--- src/rtl/vr_pkg.sv ---
package vr_pkg;
    typedef enum logic [1:0] {
        ACT_IDLE = 2'd0,
        ACT_PHIT = 2'd1,
        ACT_RHIT = 2'd2,
        ACT_MISS = 2'd3
    } vr_act_e;
endpackage

--- src/rtl/vr_pick_low.sv ---
module vr_pick_low #(
    parameter int N  = 4,
    parameter int IW = 2
) (
    input  logic [N-1:0]  vec,
    output logic          found,
    output logic [IW-1:0] idx
);
    always_comb begin
        found = |vec;
        idx   = '0;
        for (int i = N - 1; i >= 0; i--) begin
            if (vec[i]) idx = IW'(i);
        end
    end
endmodule

--- src/rtl/vr_age_lru.sv ---
module vr_age_lru #(
    parameter int N  = 4,
    parameter int IW = 2
) (
    input  logic          clk,
    input  logic          rst_n,
    input  logic          touch_en,
    input  logic [IW-1:0] touch_idx,
    output logic [IW-1:0] lru_idx
);
    // older_q[i][j] = 1 : entry i was used before entry j
    logic [N-1:0][N-1:0] older_d, older_q;
    logic [N-1:0]        is_lru;

    always_comb begin
        older_d = older_q;
        if (touch_en) begin
            for (int j = 0; j < N; j++) begin
                older_d[touch_idx][j] = 1'b0;
                if (IW'(j) != touch_idx) older_d[j][touch_idx] = 1'b1;
            end
        end
        for (int i = 0; i < N; i++) begin
            is_lru[i] = 1'b1;
            for (int j = 0; j < N; j++) begin
                if (i != j && !older_q[i][j]) is_lru[i] = 1'b0;
            end
        end
        lru_idx = '0;
        for (int i = N - 1; i >= 0; i--) begin
            if (is_lru[i]) lru_idx = IW'(i);
        end
    end

    always_ff @(posedge clk) begin
        if (!rst_n) begin
            for (int i = 0; i < N; i++)
                for (int j = 0; j < N; j++)
                    older_q[i][j] <= (i < j);
        end else begin
            older_q <= older_d;
        end
    end
endmodule

--- src/rtl/vr_cache_ctrl.sv ---
module vr_cache_ctrl #(
    parameter int TAG_W    = 8,
    parameter int SET_BITS = 2,
    parameter int PWAYS    = 2,
    parameter int RSV      = 4
) (
    input  logic                      clk,
    input  logic                      rst_n,
    input  logic                      req_valid,
    input  logic [TAG_W+SET_BITS-1:0] req_addr,
    output logic                      rsp_hit,
    output logic                      rsp_rsv,
    output logic                      evict_valid,
    output logic [TAG_W-1:0]          evict_tag,
    output logic [SET_BITS-1:0]       evict_set
);
    import vr_pkg::*;

    localparam int SETS = 1 << SET_BITS;
    localparam int PW_W = (PWAYS > 1) ? $clog2(PWAYS) : 1;
    localparam int RW   = (RSV > 1) ? $clog2(RSV) : 1;

    typedef struct packed {
        logic [SETS-1:0][PWAYS-1:0][TAG_W-1:0] ptag;
        logic [SETS-1:0][PWAYS-1:0]            pval;
        logic [SETS-1:0][PW_W-1:0]             rr;
        logic [RSV-1:0][TAG_W-1:0]             rtag;
        logic [RSV-1:0][SET_BITS-1:0]          rset;
        logic [RSV-1:0]                        rval;
    } st_t;

    st_t st_d, st_q;

    logic [SET_BITS-1:0] req_set;
    logic [TAG_W-1:0]    req_tag;
    logic [PWAYS-1:0]    priv_match;
    logic [RSV-1:0]      rsv_match;
    logic                rsv_full;
    logic                inv_found, rhit_found, rfree_found;
    logic [PW_W-1:0]     inv_way, vic_way, next_ptr;
    logic [RW-1:0]       rhit_idx, rfree_idx, lru_idx, rsv_tgt;
    logic                disp_valid;
    logic [TAG_W-1:0]    disp_tag;
    logic                touch_en;
    vr_act_e             act;

    assign req_set  = req_addr[SET_BITS-1:0];
    assign req_tag  = req_addr[TAG_W+SET_BITS-1:SET_BITS];
    assign rsv_full = &st_q.rval;

    for (genvar w = 0; w < PWAYS; w++) begin : g_pm
        assign priv_match[w] = st_q.pval[req_set][w] && (st_q.ptag[req_set][w] == req_tag);
    end
    for (genvar e = 0; e < RSV; e++) begin : g_rm
        assign rsv_match[e] = st_q.rval[e] && (st_q.rset[e] == req_set) && (st_q.rtag[e] == req_tag);
    end

    vr_pick_low #(.N(PWAYS), .IW(PW_W)) u_inv_pick (
        .vec(~st_q.pval[req_set]), .found(inv_found), .idx(inv_way));
    vr_pick_low #(.N(RSV), .IW(RW)) u_rhit_pick (
        .vec(rsv_match), .found(rhit_found), .idx(rhit_idx));
    vr_pick_low #(.N(RSV), .IW(RW)) u_free_pick (
        .vec(~st_q.rval), .found(rfree_found), .idx(rfree_idx));
    vr_age_lru #(.N(RSV), .IW(RW)) u_lru (
        .clk(clk), .rst_n(rst_n), .touch_en(touch_en),
        .touch_idx(rsv_tgt), .lru_idx(lru_idx));

    assign vic_way    = inv_found ? inv_way : st_q.rr[req_set];
    assign next_ptr   = (32'(vic_way) == PWAYS - 1) ? '0 : vic_way + 1'b1;
    assign disp_valid = st_q.pval[req_set][vic_way];
    assign disp_tag   = st_q.ptag[req_set][vic_way];
    assign rsv_tgt    = (act == ACT_RHIT) ? rhit_idx : (rfree_found ? rfree_idx : lru_idx);

    always_comb begin
        st_d        = st_q;
        act         = ACT_IDLE;
        touch_en    = 1'b0;
        evict_valid = 1'b0;
        evict_tag   = '0;
        evict_set   = '0;
        if (req_valid) begin
            if (|priv_match)     act = ACT_PHIT;
            else if (rhit_found) act = ACT_RHIT;
            else                 act = ACT_MISS;
        end
        if (act == ACT_RHIT || act == ACT_MISS) begin
            st_d.ptag[req_set][vic_way] = req_tag;
            st_d.pval[req_set][vic_way] = 1'b1;
            st_d.rr[req_set]            = next_ptr;
        end
        if (act == ACT_RHIT) begin
            if (disp_valid) begin
                st_d.rtag[rhit_idx] = disp_tag;
                st_d.rset[rhit_idx] = req_set;
                touch_en            = 1'b1;
            end else begin
                st_d.rval[rhit_idx] = 1'b0;
            end
        end
        if (act == ACT_MISS && disp_valid) begin
            if (!rfree_found) begin
                evict_valid = 1'b1;
                evict_tag   = st_q.rtag[lru_idx];
                evict_set   = st_q.rset[lru_idx];
            end
            st_d.rtag[rsv_tgt] = disp_tag;
            st_d.rset[rsv_tgt] = req_set;
            st_d.rval[rsv_tgt] = 1'b1;
            touch_en           = 1'b1;
        end
        rsp_hit = (act == ACT_PHIT) || (act == ACT_RHIT);
        rsp_rsv = (act == ACT_RHIT);
    end

    always_ff @(posedge clk) begin
        if (!rst_n) begin
            st_q <= '0;
        end else begin
            st_q <= st_d;
        end
    end
endmodule

--- config.mk ---
export PLATFORM = sky130hd
export DESIGN_NAME = vr_cache_ctrl
export DESIGN_NICKNAME = d
export VERILOG_FILES = /design/src/rtl/vr_pkg.sv /design/src/rtl/vr_pick_low.sv /design/src/rtl/vr_age_lru.sv /design/src/rtl/vr_cache_ctrl.sv
export SDC_FILE = /design/constraint.sdc
export NUM_CORES = 1
export LEC_CHECK = 0
export CAP_MARGIN = 10
export CELL_PAD_IN_SITES_DETAIL_PLACEMENT = 1
export CELL_PAD_IN_SITES_GLOBAL_PLACEMENT = 2
export CORE_MARGIN = 8
export CORE_UTILIZATION = 40
export CTS_BUF_LIST = sky130_fd_sc_hd__clkbuf_16
export DETAILED_ROUTE_END_ITERATION = 8
export GPL_TIMING_DRIVEN = 0
export PLACE_DENSITY_LB_ADDON = 0.1
export RECOVER_POWER = 50
export SLEW_MARGIN = 0
export SYNTH_ARGS = -nofsm -noshare
export SYNTH_HDL_FRONTEND = slang
export SYNTH_SLANG_ARGS = --single-unit
--- constraint.sdc ---
create_clock -name clk -period 4.99 [get_ports clk]
set_input_delay 0.998 -clock clk [delete_from_list [all_inputs] [get_ports clk]]
set_output_delay 0.998 -clock clk [all_outputs]
set_load 0.01 [all_outputs]
# --- Word-level counts from Yosys, hierarchy flattened ---
# Index checks and enable logic that the tools add are counted.
classes:
  n_eq_ne: 16
  add_sub_neg: 1
  n_reduce_logical: 22
  mux: 103
  n_lt_le_gt_ge: 9
  bitwise: 18
ops:
  columns: ["op", "n"]
  rows:
  - ["$mux W44", 2]
  - ["$and A16 B16 Y16", 4]
  - ["$bwmux W32", 2]
  - ["$bwmux W64", 1]
  - ["$mux W8", 8]
  - ["$not A16 Y16", 4]
  - ["$eq A8 B8 Y1", 6]
  - ["$mux W2", 24]
  - ["$mux W40", 1]
  - ["$mux W4", 9]
  - ["$bmux W16 S2", 1]
  - ["$demux W16 S2", 1]
  - ["$demux W4 S2", 4]
  - ["$demux W8 S2", 2]
  - ["$mux W16", 2]
  - ["$mux W1", 30]
  - ["$or A4 B4 Y4", 5]
  - ["$bmux W8 S2", 1]
  - ["$bwmux W8", 2]
  - ["$logic_and A1 B1 Y1", 15]
  - ["$demux W2 S2", 3]
  - ["$lt A2 B3 Y1 const B", 4]
  - ["$bmux W2 S2", 2]
  - ["$demux W8 S1", 1]
  - ["22 further kinds", 35]
word_totals:
  ff_bits: 136

# --- Longest topological paths before layout ---
depth:
  depth_word: 29
  depth_mapped: 19
  ltp_nobuf: 14

# --- By module ---
# Synthesis repeated with hierarchy kept, for this count alone.
hier_totals:
  hier_cells: 688
  area_unflattened_um2: 6806.5
modules_own_cells:
  columns: ["module", "cells_per_inst", "n_inst", "area_each_um2", "seq_area_each_um2"]
  rows:
  - ["vr_cache_ctrl", 615, 1, 6238.5, 2402.3]
  - ["vr_age_lru", 57, 1, 485.5, 240.2]
  - ["vr_pick_low at u_free_pick ...", 7, 2, 35.0, 0.0]
  - ["vr_pick_low at u_inv_pick", 2, 1, 12.5, 0.0]

# --- Worst setup path after synthesis ---
# Ideal clock, no wire load.
synth_timing:
  path_type: "input to output"
  start: "in req_addr[1]"
  end: "out evict_set[0]"
  cell_stages: 15
  t_arrival_ns: 3.715
  t_required_ns: 3.992
  setup_slack_ns: 0.277
  path_buffers: 4
  path_cell_list: "buf_6 buf_6 mux4_2 xnor2_1 nand3_1 nor3_1 a31oi_2 buf_6 inv_1 o21a_1 ha_1 nand2_1 or3_1 clkbuf_1 nor2b_1"
synth_between:
  elab_chain_cells: 10
synth_lines:
  columns: ["item", "line_no", "text"]
  rows:
  - ["start, declared", "vr_cache_ctrl.sv:10", "input logic [TAG_W+SET_BITS-1:0] req_addr,"]
  - ["$bmux W16 S2 (tied with other cells)", "vr_cache_ctrl.sv:52", "assign priv_match[w] = st_q.pval[req_set][w] && (st_q.ptag[req_set][w] == req_tag);"]
  - ["$mux W16 (not written as such) (tied with other cells)", "vr_cache_ctrl.sv:52", null]
  - ["$eq A8 B8 Y1 (tied with other cells)", "vr_cache_ctrl.sv:52", null]
  - ["$logic_and A1 B1 Y1 (tied with other cells)", "vr_cache_ctrl.sv:52", null]
  - ["$reduce_or A2 Y1 (tied with other cells)", "vr_cache_ctrl.sv:82", "if (|priv_match) act = ACT_PHIT;"]
  - ["$mux W2 / $mux W1 (equally long branches)", "vr_cache_ctrl.sv:82, vr_cache_ctrl.sv:68", null]
  - ["$mux W2 / $mux W1 (equally long branches)", "vr_cache_ctrl.sv:81, vr_cache_ctrl.sv:70", null]
  - ["$eq A2 B2 Y1 / $mux W1 (equally long branches)", "vr_cache_ctrl.sv:100, vr_cache_ctrl.sv:70", null]
  - ["$logic_and A1 B1 Y1 (*)", "vr_cache_ctrl.sv:100", "if (act == ACT_MISS && disp_valid) begin"]
  - ["$mux W2 (*)", "vr_cache_ctrl.sv:100", null]
  - ["end, declared", "vr_cache_ctrl.sv:15", "output logic [SET_BITS-1:0] evict_set"]
# Every way passes the cells marked *; elsewhere a longest branch is shown, timed or not. The select of a mux whose other input is x is not followed.

# --- Worst setup path after layout ---
layout_timing:
  start: "in req_addr[1]"
  end: "out evict_set[1]"
# Same word-level chain as after synthesis.

==> results.cfg <==
[logic_synthesis]
yosys_register_bits = 132
synthMuxAreaShare_pct = 26.45
synth_top_area_share_pct = 38.48
synthesis.nets = 694
yosysUniqueCellTypes = 56
ys_warn_count = 0
synthCells = 679
synth-main-ff-cell = dfxtp_1
synthSimpleGateAreaFrac_pct = 16.47
synth_top_family_by_area = multiplexers
syn_area_um2 = 6868
synth_area_leaders = dfxtp_1 (38%), mux2i_1 (15%), mux4_2 (8.5%)
synth_xor_area_share_pct = 7.251
synth_compound_area_share_pct = 5.484
syn_avg_cell_area_um2 = 10.11
synthArstFlopShare_pct = 0
yosysTopAreaCell = dfxtp_1
yosysSeqAreaShare_pct = 38.48
synthAdderAreaFrac_pct = 0.3644
synth_edf_count = 0

[clock_tree]
htree_levels = 4
numCtsBuffers = 17
cts_max_path_buffers = 2
clk-insertion-delay-late_ns = 0.41
holdBufCountCts = 0
root_buffer = clkbuf_16
path_clk_slew_ns = 0.06
clock-sinks = 132
cts_tree = done

[floorplanning]
io_pins = 26
core-area_um2 = 17060
fp-row-count = 48
initial_core_util_pct = 40.27
dieArea_um2 = 21620
fp.dieH_um = 147.0
fp.dieW_um = 147.0

[finish]
seqCellArea_um2 = 2643
mostFrequentLayoutCell = nand2_1
diodes = 0
nNetsFinal = 739
area_delta_synth_final_pct = 17.60
fin_cells = 961
fill_cells = 1898
final_cell_mix = nand2_1 (138), dfxtp_1 (132), mux2i_1 (105)
drive_above_1_share_pct = 18.34
multi_input_comb_area_um2 = 3965

[grt]
gr-usage-all-layers_pct = 20.61
antenna_found_initial = 0
grt_remaining_overflow = 0
grt_max_degree = 17
grt_pass1_wl_um = 33840
grt_pass1_vias = 5826

[detailed_routing]
routed-via-count = 5284
first_pass_iters = 4
via_per_inst = 5.498
top_layer = met4
wl_um = 21800
wl_per_cell_um = 22.68
drt-met1-wl_um = 9279
drtIter0Drc = 215
antenna_left = 0
wl_met2_um = 11250
drc = 0
met3_length_um = 680

[timing]
skew_ns = 0.007641
post-route-min-period_ns = 4.844
rsz0062_at_grt = false
fmax_ghz = 0.2064
finalSetupViolations = 0
finalHoldViolations = 0
relSlewSlack_pct = 38.74
slew_violations = 0
tightest_slew_ns = 0.9189
hold_slack_ns = 0.4451
post-route-period-util_pct = 97.08

[worst_setup_path]
slowest_delay_ns = 0.56
crit_buf_inv = 5
cp-end-kind = output port
cp.arrival_ns = 3.85
r2r-end = st_q[19]
path_cells = buf_16, buf_4, mux4_2, xnor2_2, nand4_1, nor4_4, a31oi_4, inv_1, o21a_1, ha_4, nand2_1, or3_4, buf_8, nor2b_2, buf_2
cp-start-kind = input pin
rrSetupSlack_ns = 0.96
worstSetupPathType = input pin to output port
r2r_cells = 15
crit_required_ns = 3.99
critPathSlowestCell = mux4_2
cp_max_fo = 5
worstReg2RegStart = st_q[71]
path_delay_family = simple AND/OR/NAND/NOR gates

[min_path]
hold_start = st_q[52]
holdPathStages = 2
hold_end = st_q[52]
hp-class = register to register

[placed_design]
routabilityCongestion = 0.8568
dp_hpwl_um = 15710
port_buffers = 14
placed_cells = 918

[power_and_ir_drop]
p_leak_nw = 3.223
total_power_mw = 2.560
p_per_area_nw_per_um2 = 316.9
ir_drop_mv = 0.2440

[run_status]
outcome = finished, final reports clean

[job]
cap_violations = 0
## synth_stat cells (all sizes together), types with 10 or more instances
cell / instances
buf: 29
clkbuf: 20
dfxtp: 132
inv: 14
mux2i: 105
mux4: 29
nand2: 138
nand3: 22
nand4: 15
nor2b: 12
o21ai: 10
xnor2: 49
## registers in the layout (all words and copies together), names as in the netlist, named ones only
signal,count
st_q,120
u_lru.older_q,8
## power by group
part           internal, mW  switching [mW]
clock                 0.780           0.489
sequential             1.07         0.00812
combinational        0.0853           0.128
total                  1.93           0.625
## routing by layer
layer  up-vias  track usage, %
met5         -               0
li1       2472               -
met2        90           36.47
met4         0           9.944
met1      2684           23.57
met3        38           3.722
## worst max path at each step
stage,startpoint,end,cells past startpoint
after CTS,req_addr[0],evict_valid,15
after global placement,req_addr[1],evict_tag[4],16
after detailed placement,req_addr[1],evict_set[1],16
after global routing,req_addr[1],evict_tag[0],15
final,req_addr[1],evict_set[1],15
after floorplan,req_addr[1],evict_set[0],15
## cell type report
class | count | share of cell area, %
multi-input combinational | 484 | 49.09
sequential | 132 | 32.72
clock buffer | 17 | 5.267
buffer | 48 | 4.167
inverter | 14 | 0.6507
tap | 225 | 3.486
timing repair buffer | 27 | 2.618
clock inverter | 14 | 1.998
## per-stage QoR
stage	utilization [%]	worst slack, ns	TNS, ns	cell area (um2)
final	47.35	0.1457	0	8077
after global routing	47.35	0.02529	0	8077
after CTS	46.87	0.001429	0	7994
after detailed placement	42.74	-0.9276	-17.99	7289
after global placement	42.74	-0.8623	-16.05	7289
after floorplan	-	0.2765	0	6868
## worst reg2reg max path: cells and delay by family (launching register included)
family | cells | cell delay, ns
compound gates | 3 | 0.64
xor+xnor | 1 | 0.17
fa+ha+maj | 1 | 0.19
buf+inv | 3 | 0.78
flops | 1 | 0.31
mux | 2 | 0.74
simple gates | 5 | 1.13
## cell families after synthesis
group	Yosys count
DFF	132
adders and majority gates	2
buffers and inverters	63
muxes	143
xor gates and xnor gates	56
AOI/OAI and AO/OA	50
and+or+nand+nor	233
## what timing repair did
action,4_1_cts,5_1_grt
gates resized for setup,69,20
pin swaps,7,10
buffers inserted,4,8
cloned,1,0
setup endpoints to repair,11,11
Note: power is estimated with default switching activity, not from simulation.
